### config.mk
export PLATFORM = sky130hd
export DESIGN_NAME = hbus_slave
export DESIGN_NICKNAME = d
export VERILOG_FILES = /design/src/rtl/hbus_pkg.sv /design/src/rtl/hbus_strap.sv /design/src/rtl/hbus_front.sv /design/src/rtl/hbus_regs.sv /design/src/rtl/hbus_stream.sv /design/src/rtl/hbus_slave.sv
export SDC_FILE = /design/constraint.sdc
export NUM_CORES = 1
export LEC_CHECK = 0
export BUFFER_PORTS_ARGS = -buffer_cell sky130_fd_sc_hd__buf_2
export CAP_MARGIN = 20
export CORE_ASPECT_RATIO = 2
export CORE_MARGIN = 5
export CORE_UTILIZATION = 60
export CTS_BUF_LIST = sky130_fd_sc_hd__clkbuf_2
export DETAILED_ROUTE_END_ITERATION = 8
export PLACE_DENSITY = 0.78
export SLEW_MARGIN = 20
export SYNTH_ARGS = -nofsm -noshare
export SYNTH_HDL_FRONTEND = slang
export SYNTH_SLANG_ARGS = --single-unit
### constraint.sdc
create_clock -name clk_i -period 9.3 [get_ports clk_i]
set_input_delay 1.86 -clock clk_i [delete_from_list [all_inputs] [get_ports clk_i]]
set_output_delay 1.86 -clock clk_i [all_outputs]
set_load 0.01 [all_outputs]
### src/rtl/hbus_pkg.sv
package hbus_pkg;
    localparam int DW = 16;
    localparam int IW = 3;

    typedef struct packed {
        logic wide;
        logic swap;
        logic sep;
    } hb_cfg_t;

    localparam logic [IW-1:0] RIX_STREAM = 3'd0;
    localparam logic [IW-1:0] RIX_BLEN   = 3'd1;
    localparam logic [IW-1:0] RIX_STAT   = 3'd2;
    localparam logic [IW-1:0] RIX_MASK   = 3'd3;
endpackage

### src/rtl/hbus_strap.sv
module hbus_strap
    import hbus_pkg::*;
(
    input  logic    clk_i,
    input  logic    rst_ni,
    input  logic    wide_i,
    input  logic    swap_i,
    input  logic    sep_i,
    output hb_cfg_t cfg_o
);
    hb_cfg_t cfg_d, cfg_q;

    always_comb begin
        cfg_d = cfg_q;
        if (!rst_ni) begin
            cfg_d.wide = wide_i;
            cfg_d.swap = swap_i;
            cfg_d.sep  = sep_i;
        end
    end

    always_ff @(posedge clk_i) cfg_q <= cfg_d;

    assign cfg_o = cfg_q;

    AST_STRAP_HOLD: assert property (@(posedge clk_i) disable iff (!rst_ni)
        $past(rst_ni) |-> $stable(cfg_q));
endmodule

### src/rtl/hbus_front.sv
module hbus_front
    import hbus_pkg::*;
(
    input  logic          clk_i,
    input  logic          rst_ni,
    input  hb_cfg_t       cfg_i,
    input  logic          cs_ni,
    input  logic          dir_wrn_i,
    input  logic          stb_rdn_i,
    input  logic [3:0]    addr_i,
    input  logic [DW-1:0] hd_i,
    input  logic [DW-1:0] rdata_i,
    output logic [IW-1:0] idx_o,
    output logic [1:0]    be_o,
    output logic [DW-1:0] wdata_o,
    output logic          wr_o,
    output logic          rd_o,
    output logic [DW-1:0] hd_o,
    output logic [1:0]    hd_oe_o,
    output logic          ack_n_o,
    output logic          ack_oe_o
);
    typedef struct packed {
        logic          busy;
        logic          rd;
        logic [DW-1:0] rdata;
    } fe_t;

    fe_t  s_d, s_q;
    logic access, is_read, start;
    logic [DW-1:0] rlane;

    always_comb begin
        s_d = s_q;
        if (cfg_i.sep) begin
            access  = !cs_ni && (!stb_rdn_i || !dir_wrn_i);
            is_read = !stb_rdn_i;
        end else begin
            access  = !cs_ni && !stb_rdn_i;
            is_read = dir_wrn_i;
        end
        start = access && !s_q.busy;

        if (cfg_i.wide) begin
            wdata_o = cfg_i.swap ? {hd_i[7:0], hd_i[15:8]} : hd_i;
            be_o    = 2'b11;
            rlane   = cfg_i.swap ? {rdata_i[7:0], rdata_i[15:8]} : rdata_i;
        end else begin
            wdata_o = {hd_i[7:0], hd_i[7:0]};
            be_o    = addr_i[0] ? 2'b10 : 2'b01;
            rlane   = {8'h00, addr_i[0] ? rdata_i[15:8] : rdata_i[7:0]};
        end

        s_d.busy = access;
        if (start) begin
            s_d.rd    = is_read;
            s_d.rdata = rlane;
        end
    end

    always_ff @(posedge clk_i) begin
        if (!rst_ni) s_q <= '0;
        else         s_q <= s_d;
    end

    assign idx_o    = addr_i[3:1];
    assign wr_o     = start && !is_read;
    assign rd_o     = start && is_read;
    assign hd_o     = s_q.rdata;
    assign hd_oe_o  = {cfg_i.wide, 1'b1} & {2{s_q.busy && s_q.rd}};
    assign ack_oe_o = cfg_i.sep ? start : s_q.busy;
    assign ack_n_o  = !ack_oe_o;

    AST_ACK_AFTER_START: assert property (@(posedge clk_i) disable iff (!rst_ni)
        (!cfg_i.sep && $past(wr_o || rd_o)) |-> (ack_oe_o && !ack_n_o));
    AST_WAIT_ONE_CYCLE: assert property (@(posedge clk_i) disable iff (!rst_ni)
        (cfg_i.sep && $past(wr_o || rd_o)) |-> !ack_oe_o);
endmodule

### src/rtl/hbus_regs.sv
module hbus_regs
    import hbus_pkg::*;
#(
    parameter int IRQ_W    = 8,
    parameter int BLEN_RST = 4,
    parameter int CW       = 5
) (
    input  logic             clk_i,
    input  logic             rst_ni,
    input  logic [IW-1:0]    idx_i,
    input  logic [1:0]       be_i,
    input  logic [DW-1:0]    wdata_i,
    input  logic             wr_i,
    input  logic             rd_i,
    input  logic [IRQ_W-1:0] irq_src_i,
    input  logic [CW-1:0]    fill_i,
    output logic [DW-1:0]    rdata_o,
    output logic [1:0]       push_n_o,
    output logic [7:0]       push_b0_o,
    output logic [7:0]       push_b1_o,
    output logic [DW-1:0]    blen_o,
    output logic             irq_n_o,
    output logic             irq_oe_o
);
    typedef struct packed {
        logic [DW-1:0]         blen;
        logic [IRQ_W-1:0]      stat;
        logic [IRQ_W-1:0]      mask;
        logic [3:0][DW-1:0]    scr;
    } rf_t;

    rf_t  s_d, s_q;
    logic irq_act;

    function automatic logic [DW-1:0] bwr(input logic [DW-1:0] o, input logic [DW-1:0] w,
                                          input logic [1:0] be);
        bwr = {be[1] ? w[15:8] : o[15:8], be[0] ? w[7:0] : o[7:0]};
    endfunction

    always_comb begin
        s_d = s_q;
        case (idx_i)
            RIX_STREAM: rdata_o = DW'(fill_i);
            RIX_BLEN:   rdata_o = s_q.blen;
            RIX_STAT:   rdata_o = DW'(s_q.stat);
            RIX_MASK:   rdata_o = DW'(s_q.mask);
            default:    rdata_o = s_q.scr[idx_i[1:0]];
        endcase

        push_n_o  = 2'd0;
        push_b0_o = be_i[0] ? wdata_i[7:0] : wdata_i[15:8];
        push_b1_o = wdata_i[15:8];
        if (wr_i) begin
            case (idx_i)
                RIX_STREAM: push_n_o = (be_i == 2'b11) ? 2'd2 : 2'd1;
                RIX_BLEN:   s_d.blen = bwr(s_q.blen, wdata_i, be_i);
                RIX_STAT:   ;
                RIX_MASK:   s_d.mask = IRQ_W'(bwr(DW'(s_q.mask), wdata_i, be_i));
                default:    s_d.scr[idx_i[1:0]] = bwr(s_q.scr[idx_i[1:0]], wdata_i, be_i);
            endcase
        end
        if (rd_i && idx_i == RIX_STAT) s_d.stat = '0;
        s_d.stat = s_d.stat | irq_src_i;
    end

    always_ff @(posedge clk_i) begin
        if (!rst_ni) begin
            s_q      <= '0;
            s_q.blen <= DW'(BLEN_RST);
        end else begin
            s_q <= s_d;
        end
    end

    assign irq_act  = |(s_q.stat & s_q.mask);
    assign irq_n_o  = !irq_act;
    assign irq_oe_o = irq_act;
    assign blen_o   = s_q.blen;

    AST_STAT_CLEAR: assert property (@(posedge clk_i) disable iff (!rst_ni)
        $past(rd_i && idx_i == RIX_STAT && irq_src_i == '0) |-> (s_q.stat == '0));
    AST_SRC_STICKY: assert property (@(posedge clk_i) disable iff (!rst_ni)
        $past(irq_src_i != '0) |-> ((s_q.stat & $past(irq_src_i)) == $past(irq_src_i)));
endmodule

### src/rtl/hbus_stream.sv
module hbus_stream
    import hbus_pkg::*;
#(
    parameter int DEPTH = 16,
    parameter int CW    = $clog2(DEPTH + 1)
) (
    input  logic          clk_i,
    input  logic          rst_ni,
    input  logic [1:0]    push_n_i,
    input  logic [7:0]    b0_i,
    input  logic [7:0]    b1_i,
    input  logic [DW-1:0] blen_i,
    input  logic          pop_i,
    output logic [7:0]    data_o,
    output logic          valid_o,
    output logic [CW-1:0] fill_o,
    output logic          rdy_o
);
    localparam int PW = (DEPTH > 1) ? $clog2(DEPTH) : 1;
    localparam int EW = CW + 1;

    typedef struct packed {
        logic [DEPTH-1:0][7:0] mem;
        logic [PW-1:0]         wp;
        logic [PW-1:0]         rp;
        logic [CW-1:0]         cnt;
        logic [CW-1:0]         cb;
        logic                  rdy;
    } sb_t;

    sb_t  s_d, s_q;
    logic [EW-1:0] eff, room, fit_sum, b_sum;
    logic pop_ok, acc, room_ok;

    function automatic logic [PW-1:0] nxt(input logic [PW-1:0] p);
        nxt = (p == PW'(DEPTH - 1)) ? '0 : p + 1'b1;
    endfunction

    always_comb begin
        s_d = s_q;
        if (blen_i == '0)               eff = EW'(1);
        else if (blen_i > DW'(DEPTH))   eff = EW'(DEPTH);
        else                            eff = EW'(blen_i);
        room    = EW'(DEPTH) - EW'(s_q.cnt);
        room_ok = room >= eff;
        fit_sum = EW'(s_q.cnt) + EW'(push_n_i);
        b_sum   = EW'(s_q.cb) + EW'(push_n_i);
        pop_ok  = pop_i && (s_q.cnt != '0);
        acc     = (push_n_i != 2'd0) && (fit_sum <= EW'(DEPTH));

        if (pop_ok) s_d.rp = nxt(s_q.rp);
        if (acc) begin
            s_d.mem[s_q.wp] = b0_i;
            if (push_n_i == 2'd2) begin
                s_d.mem[nxt(s_q.wp)] = b1_i;
                s_d.wp = nxt(nxt(s_q.wp));
            end else begin
                s_d.wp = nxt(s_q.wp);
            end
        end
        s_d.cnt = s_q.cnt + (acc ? CW'(push_n_i) : '0) - (pop_ok ? CW'(1) : '0);

        if (s_q.rdy) begin
            if (acc) begin
                if (b_sum >= eff) begin
                    s_d.rdy = 1'b0;
                    s_d.cb  = '0;
                end else begin
                    s_d.cb  = CW'(b_sum);
                end
            end
        end else if (room_ok) begin
            s_d.rdy = 1'b1;
        end
    end

    always_ff @(posedge clk_i) begin
        if (!rst_ni) s_q <= '0;
        else         s_q <= s_d;
    end

    assign data_o  = s_q.mem[s_q.rp];
    assign valid_o = s_q.cnt != '0;
    assign fill_o  = s_q.cnt;
    assign rdy_o   = s_q.rdy;

    AST_NO_OVERFLOW: assert property (@(posedge clk_i) disable iff (!rst_ni)
        s_q.cnt <= CW'(DEPTH));
    AST_RDY_NEEDS_ROOM: assert property (@(posedge clk_i) disable iff (!rst_ni)
        $rose(s_q.rdy) |-> $past(room_ok));
endmodule

### src/rtl/hbus_slave.sv
module hbus_slave
    import hbus_pkg::*;
#(
    parameter int DEPTH    = 16,
    parameter int IRQ_W    = 8,
    parameter int BLEN_RST = 4
) (
    input  logic             clk_i,
    input  logic             rst_ni,
    input  logic             strap_wide_i,
    input  logic             strap_swap_i,
    input  logic             strap_sep_i,
    input  logic             cs_ni,
    input  logic             dir_wrn_i,
    input  logic             stb_rdn_i,
    input  logic [3:0]       addr_i,
    input  logic [15:0]      hd_i,
    output logic [15:0]      hd_o,
    output logic [1:0]       hd_oe_o,
    output logic             ack_n_o,
    output logic             ack_oe_o,
    output logic             rdy_o,
    output logic             irq_n_o,
    output logic             irq_oe_o,
    input  logic [IRQ_W-1:0] irq_src_i,
    output logic [7:0]       st_data_o,
    output logic             st_valid_o,
    input  logic             st_pop_i
);
    localparam int CW = $clog2(DEPTH + 1);

    hb_cfg_t       cfg;
    logic [IW-1:0] idx;
    logic [1:0]    be, push_n;
    logic [DW-1:0] wdata, rdata, blen;
    logic          wr, rd;
    logic [7:0]    b0, b1;
    logic [CW-1:0] fill;

    hbus_strap u_strap (
        .clk_i(clk_i), .rst_ni(rst_ni), .wide_i(strap_wide_i),
        .swap_i(strap_swap_i), .sep_i(strap_sep_i), .cfg_o(cfg)
    );

    hbus_front u_front (
        .clk_i(clk_i), .rst_ni(rst_ni), .cfg_i(cfg), .cs_ni(cs_ni),
        .dir_wrn_i(dir_wrn_i), .stb_rdn_i(stb_rdn_i), .addr_i(addr_i),
        .hd_i(hd_i), .rdata_i(rdata), .idx_o(idx), .be_o(be),
        .wdata_o(wdata), .wr_o(wr), .rd_o(rd), .hd_o(hd_o),
        .hd_oe_o(hd_oe_o), .ack_n_o(ack_n_o), .ack_oe_o(ack_oe_o)
    );

    hbus_regs #(.IRQ_W(IRQ_W), .BLEN_RST(BLEN_RST), .CW(CW)) u_regs (
        .clk_i(clk_i), .rst_ni(rst_ni), .idx_i(idx), .be_i(be),
        .wdata_i(wdata), .wr_i(wr), .rd_i(rd), .irq_src_i(irq_src_i),
        .fill_i(fill), .rdata_o(rdata), .push_n_o(push_n),
        .push_b0_o(b0), .push_b1_o(b1), .blen_o(blen),
        .irq_n_o(irq_n_o), .irq_oe_o(irq_oe_o)
    );

    hbus_stream #(.DEPTH(DEPTH), .CW(CW)) u_stream (
        .clk_i(clk_i), .rst_ni(rst_ni), .push_n_i(push_n), .b0_i(b0),
        .b1_i(b1), .blen_i(blen), .pop_i(st_pop_i), .data_o(st_data_o),
        .valid_o(st_valid_o), .fill_o(fill), .rdy_o(rdy_o)
    );
endmodule

==> key figures <==
Outcome
  – Outcome: complete, no violations

Critical path
  – Max FO, Critical Path: 31
  – R2r setup slk: 3.98 ns
  – Critical Path AT: just under 7 ns
  – Critical path endpoint category: flop
  – Worst R2R Path Depth: 18
  – WS Path Type: in -> reg
  – Critical path required time: 10.10 ns
  – Reg2reg start: u_strap.cfg_o[2]
  – CP Launch Type: primary input
  – R2R Path End: u_stream.fill_o[4]

Drt
  – Post-DR wirelength/cell: roughly 24 µm
  – Vias: 12,301
  – Initial DRC count: 1,193
  – Final wirelength: approximately 43,000 µm
  – DRC violations left: 0
  – Remaining antenna violation count: 0
  – DRT Pass-1 Iters: 5
  – Via density: 6.92

Layout
  – FF+latch area: between 5000 and 6000 µm²
  – Area grow syn2layout: 6.06%
  – Fillers: 1,957
  – Layout cells sized above 1: 27.2%
  – Final #Nets: approximately 1,500
  – Multi-input logic area: 7920 µm²

Timing
  – Final hold viol count: 0
  – RSZ-0062 raised after global routing: no
  – PnR worst setup slack: 3.36 ns
  – Slew Viols, Final: 0
  – Setup TNS: 0 ns
  – Fmax: ~0.17 GHz
  – Worst Max-Slew Pin Slew: 1.08 ns
  – Final Skew: 0.121 ns
  – Post-layout min period: 5.94 ns
  – Final setup viols: 0
  – Relative slew slack: approximately a quarter
  – Tcrit/Tclk final: 63.9%

Placement
  – I/O Buffers: 68
  – Final GP Congestion: 0.909
  – Worst slack at placement: 2.49 ns
  – HPWL after DPL: 28,900 µm

Synthesis
  – Top_reg_cell synth: dfxtp_1
  – Most frequent cell after synthesis: dfxtp_1
  – Synthesized area: 14,000 µm²
  – Top post-synthesis cells by area: dfxtp_1 37%, mux4_2 9.8%, o221a_2 8.6%
  – Syn Area/Cell: 9.81 µm²
  – Most instantiated cells after synthesis: 261 x dfxtp_1, 202 x nor2_1, 107 x o221a_2
  – Synth area leader: dfxtp_1
  – Flops & latches, synth: approximately 260
  – Post-synth cell types: 68
  – Synth Instances: ~1,400
  – Sequential share of the synthesized area: between 30% and 40%
  – Synth top area share: 37.3%
  – Synth Warn #: 0
  – Post-synth EDFFs: 3
  – FFs w/ async S/R, synth: 0%

Flow run
  – Max cap viols: 0

Power
  – Maximum vdd ir drop: 0.182 mV
  – Leakage: 5.27 nW
  – P per Cell Area: 167 nW/µm²

Global route
  – First-pass GRT wire length: 67,100 µm
  – Initial antenna violation count: 1
  – Vias in the first global route: 12,361
  – Total grt overflow: 0
  – Gr usage total: 31.4%
  – Largest net degree at the start of global routing: 97

Clock network
  – Post_cts resized: 0
  – Num CTS Buffers: 59
  – CTS H-tree lvls: 2
  – Worst-skew pair later-pin latency: 1.01 ns
  – Setup Fix Bufs, Post-CTS: 0
  – Sinks on the clock net: 264
  – CTS tree: built
  – Worst-case clock buffer depth: 3
  – Clock-pin slew on the worst setup and hold paths: 0.12 ns
  – Hold buffers post-CTS: 0
  – CTS root buffer: clkbuf_2

Min path
  – Hold path cells: 2
  – Hold Startpoint: u_stream.s_q[95]
  – Hold Path End: u_stream.s_q[95]
  – Min-Delay Path Class: reg -> reg

Die
  – # rows: 79
  – Die W: 118 µm
  – Core region area: 23,100 µm²
  – Die area: approximately 27,000 µm²
  – Initial Util: 60.6%
  – Ports: 69
  – Die Y: 226 µm
[kinds of logic after synthesis]
logic type	count (synthesis)	synth area share [%]
mux	105	13.1
fa+ha+maj	39	3.51
other cells	1	0.0268
flops	264	37.9
xor+xnor	17	1.12
buf+inv	185	5.85
simple gates	333	10.8
compound gates	485	27.7
[sequential cells by signal, summed over array words and instances (netlist names)]
signal,cells
u_front.hd_o,16
u_regs.blen_o,16
u_regs.s_q,80
u_stream.fill_o,5
u_stream.rdy_o,1
u_strap.cfg_o,3
u_stream.s_q,141
u_front.s_q,2
[cell usage in the layout, fill, tap and decap left out, drive strengths merged, types with 5 or more instances in the layout]
cell / n
clkinv: 23
dfxtp: 261
o21ai: 12
o221a: 112
mux2: 20
mux2i: 24
and3: 6
a22oi: 104
a21o: 5
nor3: 7
xor2: 5
xnor2: 12
mux4: 61
and2: 8
buf: 98
nand4: 9
inv: 45
nand2b: 5
a211oi: 90
o22a: 16
o22ai: 17
nor2: 214
nand3: 15
ha: 36
clkbuf: 82
nand2: 42
a21oi: 86
nor2b: 11
a221oi: 27
[stage by stage]
stage	hold WS, ns	power, mW	cell area, µm²	instances	util [%]
after detailed placement	0.459	1.74	14300	1670	61.9
final	0.479	2.48	14900	1778	64.3
after CTS	0.477	2.48	14900	1777	64.2
after global placement	0.454	1.73	14300	1670	61.9
after global routing	0.493	2.60	14900	1778	64.3
after floorplan	0.443	1.59	14000	1430	-
[worst max-delay path: stages]
cell and delay, ns:
buf_2 0.36, nor3b_2 0.36, and4_1 0.60, xnor2_1 0.13, ha_1 0.25, a21oi_1 0.23, xnor2_1 0.10, or3_1 0.31
a21oi_1 0.26, and3_1 0.88, nand2_1 0.14, ha_1 0.35, fa_1 0.47, inv_1 0.07, a21oi_1 0.06, nor2_1 0.08
nor2_1 0.05, xor2_1 0.12, nor2_1 0.05
[report_power, final]
group	total [mW]	internal (mW)	switching, mW
logic	0.526	0.206	0.320
registers	1.20	1.16	0.0387
clock network	0.755	0.269	0.486
total	2.48	1.63	0.845
[cell type report]
type | instances | share of cell area, %
Antenna cell | 1 | 0.0168
Clock buffer | 82 | 2.76
Clock inverter | 25 | 0.850
Inverter | 44 | 1.13
Multi-Input combinational cell | 981 | 53.3
Sequential cell | 264 | 35.8
Tap cell | 283 | 2.38
Timing Repair Buffer | 98 | 3.82
[routing by layer]
layer	vias up	global-route usage, %	routed length [µm]
li1	5579	-	-
met1	5838	33.2	14500
met2	657	54.1	21800
met3	227	5.49	3030
met4	0	26.0	3950
met5	-	0	0
[how the worst max path moves through the flow]
stage	to	startpoint	slack, ns
after global routing	u_stream.fill_o[4]	addr_i[2]	3.00
after detailed placement	u_stream.fill_o[4]	addr_i[2]	2.49
after floorplan	u_stream.fill_o[4]	addr_i[1]	3.98
after global placement	u_stream.fill_o[4]	addr_i[2]	2.63
final	u_stream.fill_o[4]	addr_i[2]	3.36
after CTS	u_stream.fill_o[4]	addr_i[2]	3.52
Power figures use the tool's default switching activity.
